==> config.mk <==
export PLATFORM = sky130hd
export DESIGN_NAME = gate_fault_guard
export DESIGN_NICKNAME = d
export VERILOG_FILES = /design/src/rtl/gfg_pkg.sv /design/src/rtl/gfg_hold_timer.sv /design/src/rtl/gfg_gate_mask.sv /design/src/rtl/gate_fault_guard.sv
export SDC_FILE = /design/constraint.sdc
export NUM_CORES = 1
export LEC_CHECK = 0
export BUFFER_PORTS_ARGS = -buffer_cell sky130_fd_sc_hd__buf_2
export CORE_MARGIN = 1
export CORE_UTILIZATION = 57
export DETAILED_ROUTE_END_ITERATION = 7
export PLACE_DENSITY = 0.8
export SYNTH_ARGS = -nofsm -noshare
export SYNTH_HDL_FRONTEND = slang
export SYNTH_SLANG_ARGS = --single-unit
export TNS_END_PERCENT = 1
==> constraint.sdc <==
create_clock -name clk -period 3.8 [get_ports clk]
set_clock_uncertainty 0.2 [all_clocks]
set_input_delay 0.95 -clock clk [delete_from_list [all_inputs] [get_ports clk]]
set_output_delay 0.95 -clock clk [all_outputs]
set_load 0.02 [all_outputs]
==> src/rtl/gfg_pkg.sv <==
package gfg_pkg;

    typedef enum logic [1:0] {
        ST_RECOVER = 2'd0,
        ST_RUN     = 2'd1,
        ST_OC_HOLD = 2'd2,
        ST_UV_HOLD = 2'd3
    } guard_state_e;

    typedef enum logic [1:0] {
        CAUSE_NONE = 2'd0,
        CAUSE_OC   = 2'd1,
        CAUSE_UV   = 2'd2,
        CAUSE_EXT  = 2'd3
    } fault_cause_e;

    // Converts a duration in microseconds into clock cycles (at least one).
    function automatic int us_to_cycles(input int clk_khz, input int usec);
        int c;
        c = (clk_khz * usec) / 1000;
        return (c < 1) ? 1 : c;
    endfunction

endpackage

==> src/rtl/gfg_hold_timer.sv <==
module gfg_hold_timer #(
    parameter int CW = 8
) (
    input  logic          clk,
    input  logic          rst,
    input  logic          load,
    input  logic [CW-1:0] load_val,
    output logic          done
);
    logic [CW-1:0] cnt_q;

    always_ff @(posedge clk) begin
        if (rst)
            cnt_q <= '0;
        else if (load)
            cnt_q <= load_val;
        else if (cnt_q != '0)
            cnt_q <= cnt_q - 1'b1;
    end

    assign done = (cnt_q == '0);

    // a running count advances by exactly one per cycle when not reloaded
    assert_count_step_R5: assert property (@(posedge clk) disable iff (rst)
        (!load && cnt_q != '0) |=> (cnt_q == $past(cnt_q) - 1'b1));

    // a reload always takes effect on the next cycle
    assert_reload_R10: assert property (@(posedge clk) disable iff (rst)
        load |=> (cnt_q == $past(load_val)));
endmodule

==> src/rtl/gfg_gate_mask.sv <==
module gfg_gate_mask #(
    parameter int PHASES = 3
) (
    input  logic              en,
    input  logic [PHASES-1:0] pwm_hi,
    input  logic [PHASES-1:0] pwm_lo,
    output logic [PHASES-1:0] gate_hi,
    output logic [PHASES-1:0] gate_lo
);
    for (genvar p = 0; p < PHASES; p++) begin : g_phase
        assign gate_hi[p] = en & pwm_hi[p];
        assign gate_lo[p] = en & pwm_lo[p];
    end
endmodule

==> src/rtl/gate_fault_guard.sv <==
module gate_fault_guard #(
    parameter int PHASES      = 3,
    parameter int CLK_KHZ     = 100000,
    parameter int OC_HOLD_CYC = gfg_pkg::us_to_cycles(CLK_KHZ, 20),
    parameter int UV_HOLD_CYC = gfg_pkg::us_to_cycles(CLK_KHZ, 50)
) (
    input  logic              clk,
    input  logic              rst,
    input  logic [PHASES-1:0] pwm_hi,
    input  logic [PHASES-1:0] pwm_lo,
    input  logic              oc_trip,
    input  logic              uv_flag,
    input  logic              pin_below_unlatch,
    input  logic              pin_above_high,
    output logic [PHASES-1:0] gate_hi,
    output logic [PHASES-1:0] gate_lo,
    output logic              od_pull,
    output logic [1:0]        fault_cause
);
    import gfg_pkg::*;

    localparam int MAX_HOLD = (UV_HOLD_CYC > OC_HOLD_CYC) ? UV_HOLD_CYC : OC_HOLD_CYC;
    localparam int CW       = $clog2(MAX_HOLD + 1);
    localparam logic [CW-1:0] OC_RELOAD = CW'(OC_HOLD_CYC - 1);
    localparam logic [CW-1:0] UV_RELOAD = CW'(UV_HOLD_CYC - 1);

    guard_state_e  state_q, state_nx;
    fault_cause_e  cause_q, cause_nx;
    logic          tmr_load;
    logic [CW-1:0] tmr_val;
    logic          tmr_done;
    logic          gate_en;

    always_comb begin
        state_nx = state_q;
        cause_nx = cause_q;
        tmr_load = 1'b0;
        tmr_val  = OC_RELOAD;
        unique case (state_q)
            ST_RECOVER, ST_RUN: begin
                if (uv_flag) begin
                    state_nx = ST_UV_HOLD;
                    cause_nx = CAUSE_UV;
                    tmr_load = 1'b1;
                    tmr_val  = UV_RELOAD;
                end else if (oc_trip) begin
                    state_nx = ST_OC_HOLD;
                    cause_nx = CAUSE_OC;
                    tmr_load = 1'b1;
                end else if (state_q == ST_RECOVER && pin_above_high) begin
                    state_nx = ST_RUN;
                    cause_nx = CAUSE_NONE;
                end else if (state_q == ST_RUN && !pin_above_high) begin
                    state_nx = ST_RECOVER;
                    cause_nx = CAUSE_EXT;
                end
            end
            ST_OC_HOLD: begin
                if (uv_flag) begin
                    state_nx = ST_UV_HOLD;
                    cause_nx = CAUSE_UV;
                    tmr_load = 1'b1;
                    tmr_val  = UV_RELOAD;
                end else if (oc_trip) begin
                    tmr_load = 1'b1;
                end else if (tmr_done && pin_below_unlatch) begin
                    state_nx = ST_RECOVER;
                end
            end
            ST_UV_HOLD: begin
                if (uv_flag || oc_trip) begin
                    tmr_load = 1'b1;
                    tmr_val  = UV_RELOAD;
                end else if (tmr_done) begin
                    state_nx = ST_RECOVER;
                end
            end
            default: state_nx = ST_RECOVER;
        endcase
    end

    always_ff @(posedge clk) begin
        if (rst) begin
            state_q <= ST_RECOVER;
            cause_q <= CAUSE_NONE;
        end else begin
            state_q <= state_nx;
            cause_q <= cause_nx;
        end
    end

    gfg_hold_timer #(.CW(CW)) u_timer (
        .clk      (clk),
        .rst      (rst),
        .load     (tmr_load),
        .load_val (tmr_val),
        .done     (tmr_done)
    );

    // Direct cut: the fault flags and the pin view gate the enables without a register.
    assign gate_en = (state_q == ST_RUN) & ~oc_trip & ~uv_flag & pin_above_high;

    gfg_gate_mask #(.PHASES(PHASES)) u_mask (
        .en      (gate_en),
        .pwm_hi  (pwm_hi),
        .pwm_lo  (pwm_lo),
        .gate_hi (gate_hi),
        .gate_lo (gate_lo)
    );

    assign od_pull     = (state_q == ST_OC_HOLD) || (state_q == ST_UV_HOLD);
    assign fault_cause = cause_q;

    // the first cycle after reset has the pull-down off and the gates off
    assert_reset_quiet_R1: assert property (@(posedge clk) disable iff (rst)
        $past(rst) |-> (!od_pull && gate_hi == '0 && gate_lo == '0));

    // an overcurrent trip leaves no gate enabled
    assert_trip_cuts_gates_R3: assert property (@(posedge clk) disable iff (rst)
        oc_trip |-> (gate_hi == '0 && gate_lo == '0));

    // undervoltage leaves no gate enabled
    assert_uv_cuts_gates_R11: assert property (@(posedge clk) disable iff (rst)
        uv_flag |-> (gate_hi == '0 && gate_lo == '0));

    // a fault sampled outside a hold turns the pull-down on at the next edge
    assert_fault_pulls_R4: assert property (@(posedge clk) disable iff (rst)
        (!od_pull && (oc_trip || uv_flag)) |=> od_pull);

    // an overcurrent hold ends only with the pin seen below the unlatch level
    assert_release_unlatch_R6: assert property (@(posedge clk) disable iff (rst)
        ($fell(od_pull) && $past(cause_q == CAUSE_OC)) |-> $past(pin_below_unlatch));

    // no gate is enabled while the pin is not above the logic-high level
    assert_wait_high_R8: assert property (@(posedge clk) disable iff (rst)
        !pin_above_high |-> (gate_hi == '0 && gate_lo == '0));

    // an external pull-low never turns on the block's own pull-down
    assert_ext_no_pull_R9: assert property (@(posedge clk) disable iff (rst)
        (cause_q == CAUSE_EXT) |-> !od_pull);
endmodule

==> results.cfg, run 1 <==
[worst_setup_path]
crit_path_end_kind = output pin
regToRegSetupSlack_ns = 1.51
arrival_ns = 1.91
crit_chain = buf_2 > nor3b_1 > and3b_1 > and2_1 > buf_2
crit_path_top_delay_cell = and3b_1
crit_path_max_fanout = 10
critPathLaunchType = input pin
max_stage_delay_ns = 0.27
cp_data_required_time_ns = 2.65
criticalPathCategory = in -> out
crit_top_cell = buf_2

[floorplan]
die_height_um = 44.69
num_io_pins = 21
core-area_um2 = 1708
start_util = 0.6081
placementRows = 15
die-area_um2 = 1997
die_w_um = 44.69

[routing]
drt_first_pass_iters = 4
ant_nets = 0
via_per_inst = 5.804
drtIter0Drc = 22
drc = 0
wl_per_cell_um = 12.87
via_count = 946
wl_mm = 2.098

[layout]
layout-drive-gt1-share = 0.2609
area_growth_pct = 11.69
final_util = 0.6791
design_area_um2 = 1160
antennaDiodeCount = 0
final_cells = 163
nNetsFinal = 153

[synth]
yosysSeqAreaShare = 0.3277
yosys_warnings = 0
ys_ff_latch = 17
netlist_area_um2 = 1038
netlist-cell-type-count = 44
avgSynthCellArea_um2 = 8.443
synth_nets = 137
ys.flop_type = dfxtp_1
synth-async-reset-ratio = 0
synth_edf_count = 0
syn_inst = 123

[pwr]
power_density_nw_per_um2 = 321.9
irDropWorstVdd_v = 0.0002197
total_power_mw = 0.3733
power_leakage_nw = 0.4708

[sta]
layout_min_cycle_time_ns = 3.057
post-route-period-util = 0.8046
max_slew_margin = 0.4014
slew_violations = 0
fmax_mhz = 327.1
setup_violations = 0
setup_slack_ns = 0.7426
fin_tns_setup_ns = 0
tightestPinTransition_ns = 0.8905
hold_ws_ns = 0.3019
hold_viol_final = 0
rsz0062_at_grt = false

[placed_design]
dp_hpwl_mm = 1.540
gp_congestion = 0.8465
place_area_um2 = 1134
placedCellCount = 159
dp_slack_ns = 0.7449
port-buffer-count = 20

[cts]
insertion_delay_ns = 0.29
cts.htree.levels = 1
ctsHoldBuffers = 0
cts_buffer_depth = 2
root_buffer = clkbuf_4
cts_buffers = 3
ctsResizeCount = 0
cts_setup_buffers = 0
cts.sinks = 17
cts_tree = built
clkTransAtPathRegs_ns = 0.09

[global_routing]
grt_pass1_vias = 795
antenna_found_initial = 0
overflow = 0
grt_pass1_wl_mm = 3.436
grt_use_total = 0.2300
grt_max_degree = 15

[worst_hold_path]
min_path_type = reg -> reg

[run]
max_cap_viol_count = 0

[status]
outcome = finished, final reports clean
[metal layers]
metal / part of all wire / up-vias / global-route usage
met2: 0.48 / 18 / 0.3441
met1: 0.48 / 434 / 0.3234
met4: 0.0091 / 0 / 0.1212
met3: 0.032 / 4 / 0.02449
met5: 0 / - / 0
li1: - / 490 / -
[placed cells by master, fill, tap and decap left out, types with 2 or more instances in the layout]
cell	n
and2_1	6
buf_2	20
ha_1	2
nor4_2	2
or4_1	3
clkbuf_4	3
and4_2	2
o31ai_1	3
o21ai_0	4
or3b_2	2
nand2_1	5
nor3b_1	2
or3_1	4
xnor2_1	2
nor3_1	5
o21bai_1	2
nand3_1	2
nor2_1	8
a21boi_1	2
a211oi_1	4
a31oi_1	6
a21oi_1	6
dfxtp_1	17
inv_1	5
[cells in the mapped netlist (2+ instances only)]
library cell / number / area (µm²)
a211oi_1: 4 / 30.03
a21boi_1: 2 / 15.01
a21oi_1: 6 / 30.03
a31oi_1: 6 / 37.54
and2_1: 6 / 37.54
and4_2: 2 / 20.02
buf_2: 2 / 10.01
clkbuf_1: 7 / 26.28
dfxtp_1: 17 / 340.3
ha_1: 2 / 25.02
inv_1: 5 / 18.77
nand2_1: 5 / 18.77
nand3_1: 2 / 10.01
nor2_1: 8 / 30.03
nor3_1: 5 / 25.02
nor3b_1: 2 / 15.01
nor4_2: 2 / 25.02
o21ai_0: 4 / 20.02
o21bai_1: 2 / 15.01
o31ai_1: 3 / 22.52
or3_1: 4 / 25.02
or3b_2: 2 / 17.52
or4_1: 3 / 22.52
xnor2_1: 2 / 17.52
[critical path: cells and delay by family]
| kind | cells | cell delay, ns |
|---|---|---|
| and+or+nand+nor | 3 | 0.64 |
| buffers and inverters | 2 | 0.31 |
[final timing paths]
path | end | depth (start not counted) | start
max | gate_lo[1] | 5 | oc_trip
min | u_timer.cnt_q[11] | 2 | u_timer.cnt_q[11]
max reg2reg | u_timer.cnt_q[3] | 4 | u_timer.cnt_q[4]
min reg2reg | u_timer.cnt_q[11] | 2 | u_timer.cnt_q[11]
[state kept, by name, indices dropped and copies added, names as in the netlist]
name / count
u_timer.cnt_q: 13
fault_cause: 2
state_q: 2
[cells by family (layout without fill, tap and decap cells)]
logic type                 Yosys count  count (layout)  synth area share
AOI/OAI and AO/OA                   31              31            0.1964
xor gates and xnor gates             2               2           0.01687
adders and majority gates            2               2           0.02409
buffers and inverters               15              30           0.06025
DFF                                 17              17            0.3277
and+or+nand+nor                     56              56            0.3747
[cell type report]
cell class	count	area, µm²
Clock buffer	4	26.28
Fill cell	151	548.0
Sequential cell	17	340.3
Tap cell	25	31.28
Timing Repair Buffer	21	107.6
Inverter	5	18.77
Multi-Input combinational cell	91	635.6
[where the power goes]
group          internal, mW  switching (mW)  total (mW)
Combinational        0.0324          0.0383      0.0708
Clock                0.0408          0.0563      0.0971
Sequential            0.190          0.0158       0.205
Total                 0.263           0.110       0.373
Power figures use the tool's default switching activity.
==> run 2, diff against run 1 <==
- CORE_UTILIZATION: 57 -> 53
- PLACE_DENSITY: 0.8 -> 0.75
- clock period: 3.8 -> 3.1 ns (I/O delays scaled with it)
==> run 2 against run 1 <==
Clock-buffer cell count fell by 1; clock power rose by 26%; first-iteration DRC count fell by 14%; total power rose by 24%; flip-flop and latch count did not move; routed wire length rose by 2.3%; sequential share of layout area fell by 0.22 points; critical path type unchanged; largest cell class unchanged; largest power group unchanged; highest routed layer unchanged.
==> results.cfg, run 2 (synthesis gave the netlist of run 1 again) <==
[cts]
cts.htree.levels = 1
ctsResizeCount = 0
cts_buffer_depth = 2
clkTransAtPathRegs_ns = 0.10
cts.sinks = 17
root_buffer = clkbuf_4
insertion_delay_ns = 0.29
cts_buffers = 3
ctsHoldBuffers = 0
cts_setup_buffers = 0
cts_tree = built

[pwr]
total_power_mw = 0.4628
p_int_mw = 0.3219
irDropWorstVdd_v = 0.0002346
pwr-share-seq = 0.545
power_switching_mw = 0.1409
power_density_nw_per_um2 = 396.0
power_switching_share = 0.3044
clock_power_share = 0.263
power_leakage_nw = 0.4784
combPwrFrac = 0.193

[sta]
layout_min_cycle_time_ns = 2.717
tightestPinTransition_ns = 0.5454
hold_ws_ns = 0.3103
slew_violations = 0
setup_violations = 0
max_slew_margin = 0.6356
rsz0062_at_grt = false
post-route-period-util = 0.8764
fin_tns_setup_ns = 0
fmax_mhz = 368.1
hold_viol_final = 0

[worst_setup_path]
reg2reg_from = u_timer.cnt_q[0]
crit_path_end_kind = output pin
crit_path_max_fanout = 10
criticalPathCategory = in -> out
cp_data_required_time_ns = 2.12
critPathLaunchType = input pin
regToRegSetupSlack_ns = 1.03
arrival_ns = 1.74
rr_worst_depth = 6
worstSetupEndpoint = gate_hi[0]
reg2reg_to = u_timer.cnt_q[12]
cp-startpoint = oc_trip

[global_routing]
grt_max_degree = 15
grt_pass1_wl_mm = 3.677
antenna_found_initial = 0
overflow = 0
grt_use_total = 0.2431
grt_pass1_vias = 833

[placed_design]
gp_congestion = 0.7738
dp_hpwl_mm = 1.607
port-buffer-count = 20
placedCellCount = 160
place_area_um2 = 1141

[routing]
via_per_inst = 5.726
drc = 0
ant_nets = 0
drtIter0Drc = 19
wl_mm = 2.146
via_count = 939
wl_per_cell_um = 13.09
drt_first_pass_iters = 4

[floorplan]
start_util = 0.5825
placementRows = 15
die-area_um2 = 2140
die_w_um = 46.27
num_io_pins = 21
die_height_um = 46.27
core-area_um2 = 1783

[layout]
final_cells = 164
largest-register = u_timer.cnt_q
area_growth_pct = 12.53
layout.cells.most_common = buf_2
final_cell_mix = 20 x buf_2, 17 x dfxtp_1, 8 x nor2_1
largest_reg_flops = 13
design_area_um2 = 1169
layout-drive-gt1-share = 0.2734
antennaDiodeCount = 0
nNetsFinal = 154

[worst_hold_path]
min_path_type = reg -> reg

[status]
outcome = finished, final reports clean

[run]
max_cap_viol_count = 0
## run 2: cell types whose count changed in the layout (fill, tap and decap cells not counted), sizes merged
cell / before / now
clkinv: 0 / 1
buf: 21 / 22
clkbuf: 4 / 3
## run 2: metrics by stage
step                setup slack, ns  utilization
floorplan                    0.4967            -
global placement             0.4447       0.6400
detailed placement           0.3902       0.6400
CTS                          0.3885       0.6554
global route                 0.3047       0.6554
finish                       0.3830       0.6554
## run 2: critical path: stages
cell     delay, ns
buf_2         0.16
nor3b_1       0.25
and3b_1       0.26
and2_1        0.14
buf_2         0.15
## run 2: final cells by class
type,instances,area [µm²]
Sequential cell,17,340.3
Multi-Input combinational cell,91,635.6
Clock buffer,3,22.52
Timing Repair Buffer,22,115.1
Inverter,5,18.77
Clock inverter,1,5.005
Fill cell,172,614.3
Tap cell,25,31.28
## run 2: layer usage
metal  wire length, µm  global-route usage
met1              1059              0.3333
met2               996              0.3577
met3                33             0.04706
met4                55              0.1235
met5                 0                   0
## run 2: power groups by stage
stage	clock, mW	sequential [mW]	combinational (mW)
3_3_place_gp	0	0.256	0.0863
6_report	0.122	0.252	0.0892
4_1_cts	0.124	0.252	0.0895
2_1_floorplan	0	0.252	0.0689
5_1_grt	0.138	0.255	0.0995
3_5_place_dp	0	0.257	0.0889
## run 2: how the worst min path moves through the flow
stage | from | endpoint | slack, ns | cells past startpoint
global route | u_timer.cnt_q[11] | u_timer.cnt_q[11] | 0.33 | 2
global placement | u_timer.cnt_q[11] | u_timer.cnt_q[11] | 0.28 | 2
detailed placement | u_timer.cnt_q[11] | u_timer.cnt_q[11] | 0.29 | 2
finish | fault_cause[0] | fault_cause[0] | 0.31 | 2
CTS | u_timer.cnt_q[11] | u_timer.cnt_q[11] | 0.31 | 2
floorplan | u_timer.cnt_q[11] | u_timer.cnt_q[11] | 0.26 | 2
